`src/rtl/kcm_pkg.sv`:
```
package kcm_pkg;

  // Number of ALPHA-bit slices needed to cover an in_w-bit word
  function automatic int slice_count(input int in_w, input int alpha);
    return (in_w + alpha - 1) / alpha;
  endfunction

  // Depth of a balanced binary tree with n leaves
  function automatic int tree_depth(input int n);
    int depth;
    int span;
    depth = 0;
    span  = 1;
    while (span < n) begin
      span  = span * 2;
      depth = depth + 1;
    end
    return depth;
  endfunction

endpackage

```
`src/rtl/kcm_rst_sync.sv`:
```
module kcm_rst_sync (
  input  logic clk,
  input  logic rst_n,
  output logic rst_n_sync
);

  logic [1:0] stage_q;
  logic [1:0] stage_d;

  always_comb begin
    stage_d = {stage_q[0], 1'b1};
  end

  always_ff @(posedge clk or negedge rst_n) begin
    if (!rst_n) begin
      stage_q <= '0;
    end else begin
      stage_q <= stage_d;
    end
  end

  assign rst_n_sync = stage_q[1];

endmodule

```
`src/rtl/kcm_slice_table.sv`:
```
module kcm_slice_table #(
  parameter int                  ALPHA      = 6,
  parameter int                  CONST_W    = 18,
  parameter logic [CONST_W-1:0]  MULT_K     = '0,
  parameter bit                  TOP_SIGNED = 1'b0,
  localparam int                 TW         = ALPHA + CONST_W + 1
) (
  input  logic [ALPHA-1:0]     addr,
  output logic signed [TW-1:0] prod
);

  localparam int DEPTH = 1 << ALPHA;

  logic signed [TW-1:0] rom [DEPTH];

  // Each entry is MULT_K times the slice value; the slice value is read
  // as two's complement only in the table that serves the top slice.
  for (genvar e = 0; e < DEPTH; e++) begin : g_entry
    localparam longint SLICE_VAL =
      (TOP_SIGNED && (e >= DEPTH / 2)) ? longint'(e) - longint'(DEPTH) : longint'(e);
    assign rom[e] = TW'(SLICE_VAL * longint'(MULT_K));
  end

  assign prod = rom[addr];

endmodule

```
`src/rtl/kcm_adder_tree.sv`:
```
module kcm_adder_tree #(
  parameter int N = 3,
  parameter int W = 36
) (
  input  logic signed [W-1:0] leaf [N],
  output logic signed [W-1:0] total
);

  localparam int DEPTH = kcm_pkg::tree_depth(N);
  localparam int NP    = 1 << DEPTH;
  localparam int NN    = 2 * NP - 1;

  // Heap layout: node 0 is the root, leaves occupy NP-1 .. 2*NP-2
  logic signed [W-1:0] node [NN];

  for (genvar k = 0; k < NP; k++) begin : g_leaf
    if (k < N) begin : g_used
      assign node[NP-1+k] = leaf[k];
    end else begin : g_pad
      assign node[NP-1+k] = '0;
    end
  end

  for (genvar k = 0; k < NP - 1; k++) begin : g_sum
    assign node[k] = node[2*k+1] + node[2*k+2];
  end

  assign total = node[0];

endmodule

```
`src/rtl/kcm_mult.sv`:
```
module kcm_mult #(
  parameter int                 IN_W      = 18,
  parameter int                 CONST_W   = 18,
  parameter logic [CONST_W-1:0] MULT_K    = 18'd205887,
  parameter int                 ALPHA     = 6,
  parameter bit                 SIGNED_IN = 1'b1,
  localparam int                PW        = IN_W + CONST_W
) (
  input  logic            clk,
  input  logic            rst_n,
  input  logic            in_valid,
  input  logic [IN_W-1:0] in_data,
  output logic            out_valid,
  output logic [PW-1:0]   out_data
);

  localparam int NCH   = kcm_pkg::slice_count(IN_W, ALPHA);
  localparam int PAD_W = NCH * ALPHA;
  localparam int TW    = ALPHA + CONST_W + 1;

  logic rst_n_s;

  kcm_rst_sync u_rst (
    .clk        (clk),
    .rst_n      (rst_n),
    .rst_n_sync (rst_n_s)
  );

  // Pad the operand to a whole number of slices
  logic [PAD_W-1:0] in_pad;

  if (SIGNED_IN) begin : g_pad_sign
    assign in_pad = PAD_W'($signed(in_data));
  end else begin : g_pad_zero
    assign in_pad = PAD_W'(in_data);
  end

  // Slice tables
  logic signed [TW-1:0] tab_out [NCH];

  for (genvar c = 0; c < NCH; c++) begin : g_slice
    kcm_slice_table #(
      .ALPHA      (ALPHA),
      .CONST_W    (CONST_W),
      .MULT_K     (MULT_K),
      .TOP_SIGNED (SIGNED_IN && (c == NCH - 1))
    ) u_tab (
      .addr (in_pad[c*ALPHA +: ALPHA]),
      .prod (tab_out[c])
    );
  end

  // Stage 1: table outputs
  logic                 s1_valid_d, s1_valid_q;
  logic signed [TW-1:0] s1_part_d [NCH];
  logic signed [TW-1:0] s1_part_q [NCH];

  always_comb begin
    s1_valid_d = in_valid;
    for (int c = 0; c < NCH; c++) begin
      s1_part_d[c] = in_valid ? tab_out[c] : s1_part_q[c];
    end
  end

  always_ff @(posedge clk or negedge rst_n_s) begin
    if (!rst_n_s) begin
      s1_valid_q <= 1'b0;
      for (int c = 0; c < NCH; c++) begin
        s1_part_q[c] <= '0;
      end
    end else begin
      s1_valid_q <= s1_valid_d;
      for (int c = 0; c < NCH; c++) begin
        s1_part_q[c] <= s1_part_d[c];
      end
    end
  end

  // Alignment: slice c carries weight 2^(ALPHA*c)
  logic signed [PW-1:0] aligned [NCH];
  logic signed [PW-1:0] sum_total;

  for (genvar c = 0; c < NCH; c++) begin : g_align
    assign aligned[c] = PW'(s1_part_q[c]) <<< (ALPHA * c);
  end

  if (NCH == 1) begin : g_single
    assign sum_total = aligned[0];
  end else begin : g_tree
    kcm_adder_tree #(
      .N (NCH),
      .W (PW)
    ) u_tree (
      .leaf  (aligned),
      .total (sum_total)
    );
  end

  // Stage 2: final sum
  logic          out_valid_d, out_valid_q;
  logic [PW-1:0] out_data_d,  out_data_q;

  always_comb begin
    out_valid_d = s1_valid_q;
    out_data_d  = s1_valid_q ? sum_total : out_data_q;
  end

  always_ff @(posedge clk or negedge rst_n_s) begin
    if (!rst_n_s) begin
      out_valid_q <= 1'b0;
      out_data_q  <= '0;
    end else begin
      out_valid_q <= out_valid_d;
      out_data_q  <= out_data_d;
    end
  end

  assign out_valid = out_valid_q;
  assign out_data  = out_data_q;

  // Independent reference for the end-to-end check
  logic signed [PW-1:0] chk_in, chk_k, chk_prod;

  if (SIGNED_IN) begin : g_chk_sign
    assign chk_in = PW'($signed(in_data));
  end else begin : g_chk_zero
    assign chk_in = PW'(in_data);
  end
  assign chk_k    = PW'(MULT_K);
  assign chk_prod = chk_in * chk_k;

  AST_EXACT_PRODUCT: assert property (@(posedge clk) disable iff (!rst_n_s)
    out_valid |-> (out_data == $past(chk_prod, 2)));

  AST_OUT_ORIGIN: assert property (@(posedge clk) disable iff (!rst_n_s)
    out_valid |-> $past(in_valid, 2));

  AST_STAGE_HANDOFF: assert property (@(posedge clk) disable iff (!rst_n_s)
    in_valid |=> s1_valid_q);

  AST_HOLD_OUTPUT: assert property (@(posedge clk) disable iff (!rst_n_s)
    !s1_valid_q |=> $stable(out_data));

  AST_ZERO_SLICE: assert property (@(posedge clk) disable iff (!rst_n_s)
    (in_valid && (in_pad[ALPHA-1:0] == '0)) |=> (s1_part_q[0] == '0));

  if (SIGNED_IN) begin : g_sign_chk
    AST_NEG_TOP: assert property (@(posedge clk) disable iff (!rst_n_s)
      (in_valid && in_data[IN_W-1] && (MULT_K != '0)) |=> (s1_part_q[NCH-1] < 0));
  end

endmodule

```
`config.mk`:
```
export PLATFORM = sky130hd
export DESIGN_NAME = kcm_mult
export DESIGN_NICKNAME = d
export VERILOG_FILES = /design/src/rtl/kcm_pkg.sv /design/src/rtl/kcm_rst_sync.sv /design/src/rtl/kcm_slice_table.sv /design/src/rtl/kcm_adder_tree.sv /design/src/rtl/kcm_mult.sv
export SDC_FILE = /design/constraint.sdc
export NUM_CORES = 1
export LEC_CHECK = 0
export BUFFER_PORTS_ARGS = -buffer_cell sky130_fd_sc_hd__clkbuf_2
export CORE_MARGIN = 1
export CORE_UTILIZATION = 50
export CTS_CLUSTER_SIZE = 20
export DETAILED_ROUTE_END_ITERATION = 8
export GPL_TIMING_DRIVEN = 0
export HOLD_SLACK_MARGIN = 0.08
export PLACE_DENSITY = 0.76
export SLEW_MARGIN = 30
export SYNTH_ARGS = -nofsm -noshare
export SYNTH_HDL_FRONTEND = slang
export SYNTH_SLANG_ARGS = --single-unit
```
`constraint.sdc`:
```
create_clock -name clk -period 5.3 [get_ports clk]
set_input_delay 0.795 -clock clk [delete_from_list [all_inputs] [get_ports clk]]
set_output_delay 0.795 -clock clk [all_outputs]
set_load 0.01 [all_outputs]
```
==> results.py, run 1 <==
metrics = {
    "status": {
        "status": "complete, no violations",
    },
    "synth": {
        "synthCells": 1163,
        "syn-cell-area_sq_mm": 0.00986,
        "synth_warnings": 0,
        "seq_area_frac_synth": 0.284,
        "synth-seq-cells": 112,
        "synthFlopType": "dfrtp_1",
        "synth.area.top_cells": "dfrtp_1, ha_1, a21oi_1, mux2_2, o21ai_0",
        "synth-edff-count": 0,
        "async_flop_share": 1.00,
        "avgSynthCellArea_sq_um": 8.48,
        "synth_top_area_share": 0.284,
        "yosysTopAreaCell": "dfrtp_1",
        "ys_types": 70,
        "synth_nets": 1286,
    },
    "sta": {
        "setup_violations": 0,
        "post-route-period-util": 0.639,
        "fin_skew_ns": 0.0121,
        "hold_viol": 0,
        "slew_viol_final": 0,
        "slew_headroom": 0.410,
        "fin_ws_ns": 1.91,
        "tns_ns": 0,
        "rsz0062_at_grt": "no",
        "worstMarginPinSlew_ns": 0.885,
        "period_minus_slack_ns": 3.39,
        "max_freq_mhz": 295,
    },
    "clocking": {
        "cts_hold_buffers": 0,
        "clk_path_buf_depth": 2,
        "insertion_delay_ns": 0.37,
        "cts_resized": 0,
        "cts_sinks": 112,
        "cts_tree": "yes",
        "ctsHtreeMaxLevel": 3,
        "clkTransAtPathRegs_ns": 0.09,
        "cts_made_buffers": 9,
        "cts_setup_buffers": 0,
        "clock-root-buffer": "clkbuf_16",
    },
    "worst_setup_path": {
        "slowest_stage": "a2111oi_0",
        "critPathCaptureType": "flip-flop",
        "worst_ep_arrival_time_ns": 3.69,
        "cp.required_ns": 5.60,
        "cp-start-kind": "input pin",
        "crit_family": "buffers and inverters",
        "worstSetupPathType": "in -> reg",
        "slowest_delay_ns": 0.63,
        "worst-path-max-fanout": 10,
        "critPathBufInv": 4,
        "path_cells": "clkbuf_2, clkbuf_1, inv_1, ha_1, clkbuf_1, nor2_1, a21oi_1, nor2_1, a2111oi_0, a31oi_1, a21oi_1",
    },
    "final_layout": {
        "fin_util": 0.559,
        "n_fill_cell": 1817,
        "final_cells": 1502,
        "diodes": 0,
        "sequential_cell_area_sq_mm": 0.00281,
        "nets": 1355,
        "drive_above_1_share": 0.146,
        "areaGrowthSynthToFinish_pct": 9.88,
        "final_common_cell": "a21oi_1",
        "layout_common_cells": "a21oi_1, dfrtp_1, nor2_1",
        "multi_input_area_sq_mm": 0.00645,
    },
    "placed_design": {
        "io_buffer_count": 56,
        "dp_cells": 1486,
        "hpwlAfterDp_mm": 21.1,
        "gp_congestion": 0.971,
        "dpl_worst_slack_ns": 1.71,
    },
    "route": {
        "vias": 9231,
        "vias_per_cell": 6.15,
        "drt_pass1_iterations": 5,
        "wl_per_cell_microns": 18.7,
        "antenna_left": 0,
        "drt_iter0_drc": 744,
        "finalWirelength_mm": 28.1,
        "drcViolationCount": 0,
    },
    "power": {
        "totalPowerFinal_mw": 3.67,
        "p_comb_frac": 0.486,
        "switching_share": 0.424,
        "p_seq_frac": 0.321,
        "powerDensity_mw_per_mm2": 339,
        "clockPowerShare": 0.193,
        "leakage_nw": 4.65,
        "intPower_mw": 2.12,
        "ir_drop_v": 0.000197,
        "p_switching_mw": 1.56,
    },
    "floorplanning": {
        "design.core.area_sq_mm": 0.0194,
        "dieHeight_microns": 142,
        "dieArea_sq_mm": 0.0203,
        "die_w_microns": 142,
        "start_util": 0.508,
        "ioPinCount": 58,
        "row_count": 51,
    },
    "global_route": {
        "grt_start_max_net_pins": 52,
        "track_usage": 0.286,
        "antenna_found_initial": 0,
        "grt_pass1_vias": 8441,
        "grt_overflow": 0,
        "grt_pass1_wl_mm": 45.3,
    },
    "min_path": {
        "hold_path.class": "in -> async",
    },
    "job": {
        "max-cap-violations": 0,
    },
}
metrics by stage:
stage	area, sq um	hold WS (ns)
6_report	10800	0.189
3_3_place_gp	10500	0.339
4_1_cts	10800	0.191
2_1_floorplan	9860	0.331
5_1_grt	10800	0.187
3_5_place_dp	10500	0.209
registers in the layout (all words and copies together) (netlist names):
signal,cells
u_rst.stage_q,2
aligned,72
out_valid_d,1
out_data,36
out_valid,1
power groups by stage:
stage                     combinational [mW]  clock [mW]  sequential (mW)
after global routing                    1.99       0.746             1.20
after global placement                  1.70           0             1.20
after floorplan                         1.22           0             1.22
after detailed placement                1.75           0             1.19
after CTS                               1.76       0.710             1.18
final                                   1.79       0.707             1.18
area by class of cell:
class,count,share of cell area
Tap cell,265,0.0306
Sequential cell,112,0.259
Clock buffer,9,0.0208
Timing Repair Buffer,58,0.0302
Inverter,58,0.0201
Buffer,89,0.0361
Clock inverter,7,0.00797
Multi-Input combinational cell,904,0.595
worst paths after layout:
kind / startpoint / endpoint / slack [ns] / depth (start not counted)
max in group asynchronous: u_rst.stage_q[1] / out_data[24] / 4.56 / 1
min: rst_n / u_rst.stage_q[1] / 0.19 / 1
max: in_data[13] / aligned[28] / 1.91 / 11
min in group clk: u_rst.stage_q[0] / u_rst.stage_q[1] / 0.35 / 0
min reg2reg: u_rst.stage_q[1] / aligned[43] / 0.21 / 0
max reg2reg: aligned[43] / out_data[29] / 2.25 / 9
cell usage after synthesis, types with 14 or more instances:
library cell and count:
o31ai_1 15, nand2_1 96, mux4_2 15, mux2i_1 17
mux2_2 46, nor2b_1 16, xnor2_1 24, inv_1 53
dfrtp_1 112, nor3_1 20, nand3_1 14, o211ai_1 21
nor2_1 110, o21ai_0 84, buf_2 28, a211oi_1 21
a31oi_1 24, a21oi_1 133, ha_1 89, clkbuf_1 47
worst register-to-register path: cells and delay by family, from the launching register on:
kind / cells / cell delay [ns]
adder cells (fa/ha/maj): 3 / 1.00
AO/OA/AOI/OAI: 4 / 1.00
flip-flops: 1 / 0.47
multiplexers: 1 / 0.27
XOR/XNOR: 1 / 0.20
cell families (layout without fill, tap and decap cells):
logic type,after synthesis,in the layout,synth area share
compound gates,379,379,0.237
xor+xnor,36,36,0.0320
fa+ha+maj,102,102,0.139
buf+inv,147,221,0.0618
flops,112,112,0.284
mux,78,78,0.104
other cells,1,1,0.000380
simple gates,308,308,0.141
layer usage:
metal  vias to the layer above  track usage  wire (microns)
met5                         -            0               0
met2                       427        0.436           12600
li1                       4331            -               -
met4                         0        0.106             666
met3                        51       0.0515            2250
met1                      4422        0.403           12600
Power figures use the tool's default switching activity.
==> run 2: changes to the inputs <==
Settings changed: PLACE_DENSITY 0.76 to 0.78.
Clock period 5.3 ns to 2.8 ns, I/O delays scaled along.
==> run 2 against run 1 <==
Total power is 100% higher. Worst hold slack better by 0.0028 ns. Setup slack worse by 1.9 ns. Combinational power is 120% higher. Routed wire length is 2.2% higher. Utilization is 1.6 points higher. Design area is 2.9% higher. Die area stayed put. Final cell count is 0.67% higher. Via count is 0.64% higher. Count of clock-buffer cells in the layout stayed put. Sequential share of layout area is 0.73 points lower.
==> results.py, run 2 (synthesis gave the netlist of run 1 again) <==
metrics = {
    "floorplanning": {
        "design.core.area_sq_mm": 0.0194,
        "start_util": 0.508,
        "die_w_microns": 142,
        "dieHeight_microns": 142,
        "ioPinCount": 58,
        "dieArea_sq_mm": 0.0203,
        "row_count": 51,
    },
    "worst_setup_path": {
        "worstSetupPathType": "reg -> reg",
        "worst-path-max-fanout": 6,
        "slowest_delay_ns": 0.62,
        "worst_ep_arrival_time_ns": 3.02,
        "critPathCaptureType": "flip-flop",
        "slowest_stage": "fa_1",
        "critPathBufInv": 1,
        "crit_family": "adder cells",
        "cp.required_ns": 3.02,
        "path_cells": "fa_1, ha_4, and4_1, and4_4, a32oi_4, buf_4, a2bb2oi_1, xnor2_1, a21oi_1",
        "cp-start-kind": "flip-flop",
    },
    "global_route": {
        "track_usage": 0.283,
        "grt_pass1_vias": 8447,
        "grt_pass1_wl_mm": 45.1,
        "grt_overflow": 0,
        "antenna_found_initial": 0,
        "grt_start_max_net_pins": 52,
    },
    "sta": {
        "tns_ns": 0,
        "fin_ws_ns": 0.000121,
        "setup_violations": 0,
        "fin_skew_ns": 0.00898,
        "hold_slack_ns": 0.192,
        "post-route-period-util": 1.00,
        "hold_viol": 0,
        "slew_headroom": 0.432,
        "max_freq_mhz": 357,
        "worstMarginPinSlew_ns": 0.852,
        "rsz0062_at_grt": "yes",
        "slew_viol_final": 0,
        "period_minus_slack_ns": 2.80,
    },
    "route": {
        "finalWirelength_mm": 28.7,
        "antenna_left": 0,
        "wl_per_cell_microns": 19.0,
        "drt_iter0_drc": 841,
        "drt_pass1_iterations": 8,
        "drcViolationCount": 0,
        "vias": 9290,
        "vias_per_cell": 6.14,
    },
    "placed_design": {
        "io_buffer_count": 56,
        "gp_congestion": 0.955,
        "placed_cell_area_sq_mm": 0.0105,
        "dpl_worst_slack_ns": -0.447,
        "hpwlAfterDp_mm": 21.3,
    },
    "min_path": {
        "hold_path.class": "in -> reg",
    },
    "clocking": {
        "clock-root-buffer": "clkbuf_16",
        "ctsHtreeMaxLevel": 3,
        "cts_tree": "yes",
        "cts_sinks": 112,
        "clk_path_buf_depth": 2,
        "clkTransAtPathRegs_ns": 0.08,
        "insertion_delay_ns": 0.36,
        "cts_made_buffers": 9,
    },
    "final_layout": {
        "largest_reg_flops": 72,
        "sequential_cell_area_sq_mm": 0.00281,
        "finalInstanceArea_sq_mm": 0.0112,
        "diodes": 0,
        "multi_input_area_sq_mm": 0.00669,
        "areaGrowthSynthToFinish_pct": 13.1,
        "n_fill_cell": 1760,
        "final_common_cell": "a21oi_1",
        "layout_common_cells": "a21oi_1, dfrtp_1, nor2_1",
        "nets": 1365,
        "drive_above_1_share": 0.181,
        "fin_util": 0.575,
    },
    "job": {
        "max-cap-violations": 0,
    },
    "status": {
        "status": "complete, no violations",
    },
    "power": {
        "leakage_nw": 4.71,
        "ir_drop_v": 0.000391,
        "powerDensity_mw_per_mm2": 663,
    },
}
[run 2: changes by cell type in the layout (fill, tap and decap cells not counted), moves of 4 or more]
| cell | delta |
|---|---|
| buf_4 | +11 |
| a21oi_1 | -9 |
| a21oi_4 | +6 |
| ha_1 | -8 |
| clkbuf_1 | -4 |
| ha_4 | +5 |
[run 2: per-stage QoR]
step / cells / power (mW)
final: 1512 / 7.39
after global routing: 1512 / 7.86
after CTS: 1505 / 6.98
after detailed placement: 1486 / 5.56
after global placement: 1484 / 5.47
after floorplan: 1163 / 4.61
[run 2: final timing paths]
check                                       from      endpoint  slack, ns  cells past startpoint
worst max-delay path                 aligned[16]  out_data[27]     0.0001                      9
worst min-delay path                    in_valid   out_valid_d       0.19                      1
worst max register to register       aligned[16]  out_data[27]     0.0001                      9
worst min register to register  u_rst.stage_q[1]   aligned[44]       0.24                      0
max in group asynchronous       u_rst.stage_q[1]  out_data[32]       2.00                      1
min in group asynchronous       u_rst.stage_q[1]   aligned[44]       0.24                      0
[run 2: cell type report]
| type | count | area share |
|---|---|---|
| Inverter | 58 | 0.0195 |
| Tap cell | 265 | 0.0297 |
| Timing Repair Buffer | 71 | 0.0387 |
| Buffer | 86 | 0.0349 |
| Clock inverter | 7 | 0.00561 |
| Clock buffer | 9 | 0.0202 |
| Sequential cell | 112 | 0.252 |
| Multi-Input combinational cell | 904 | 0.600 |
[run 2: metal layers]
layer | vias to the layer above | GRT usage | wire length (microns)
li1 | 4356 | - | -
met1 | 4429 | 0.404 | 12700
met2 | 457 | 0.445 | 13100
met3 | 48 | 0.0357 | 2290
met4 | 0 | 0.0855 | 615
met5 | - | 0 | 0
[run 2: repair_timing]
action,4_1_cts,5_1_grt
hold endpoints to repair,2,0
setup buffers,3,9
gates resized for setup,18,40
hold buffers,1,0
endpoints found under the setup margin,12,20
pin swaps,6,23
[run 2: report_power, final]
part	total [mW]	internal (mW)	switching [mW]
clock	1.26	0.624	0.639
sequential	2.23	1.98	0.253
combinational	3.89	1.65	2.24
total	7.39	4.25	3.13
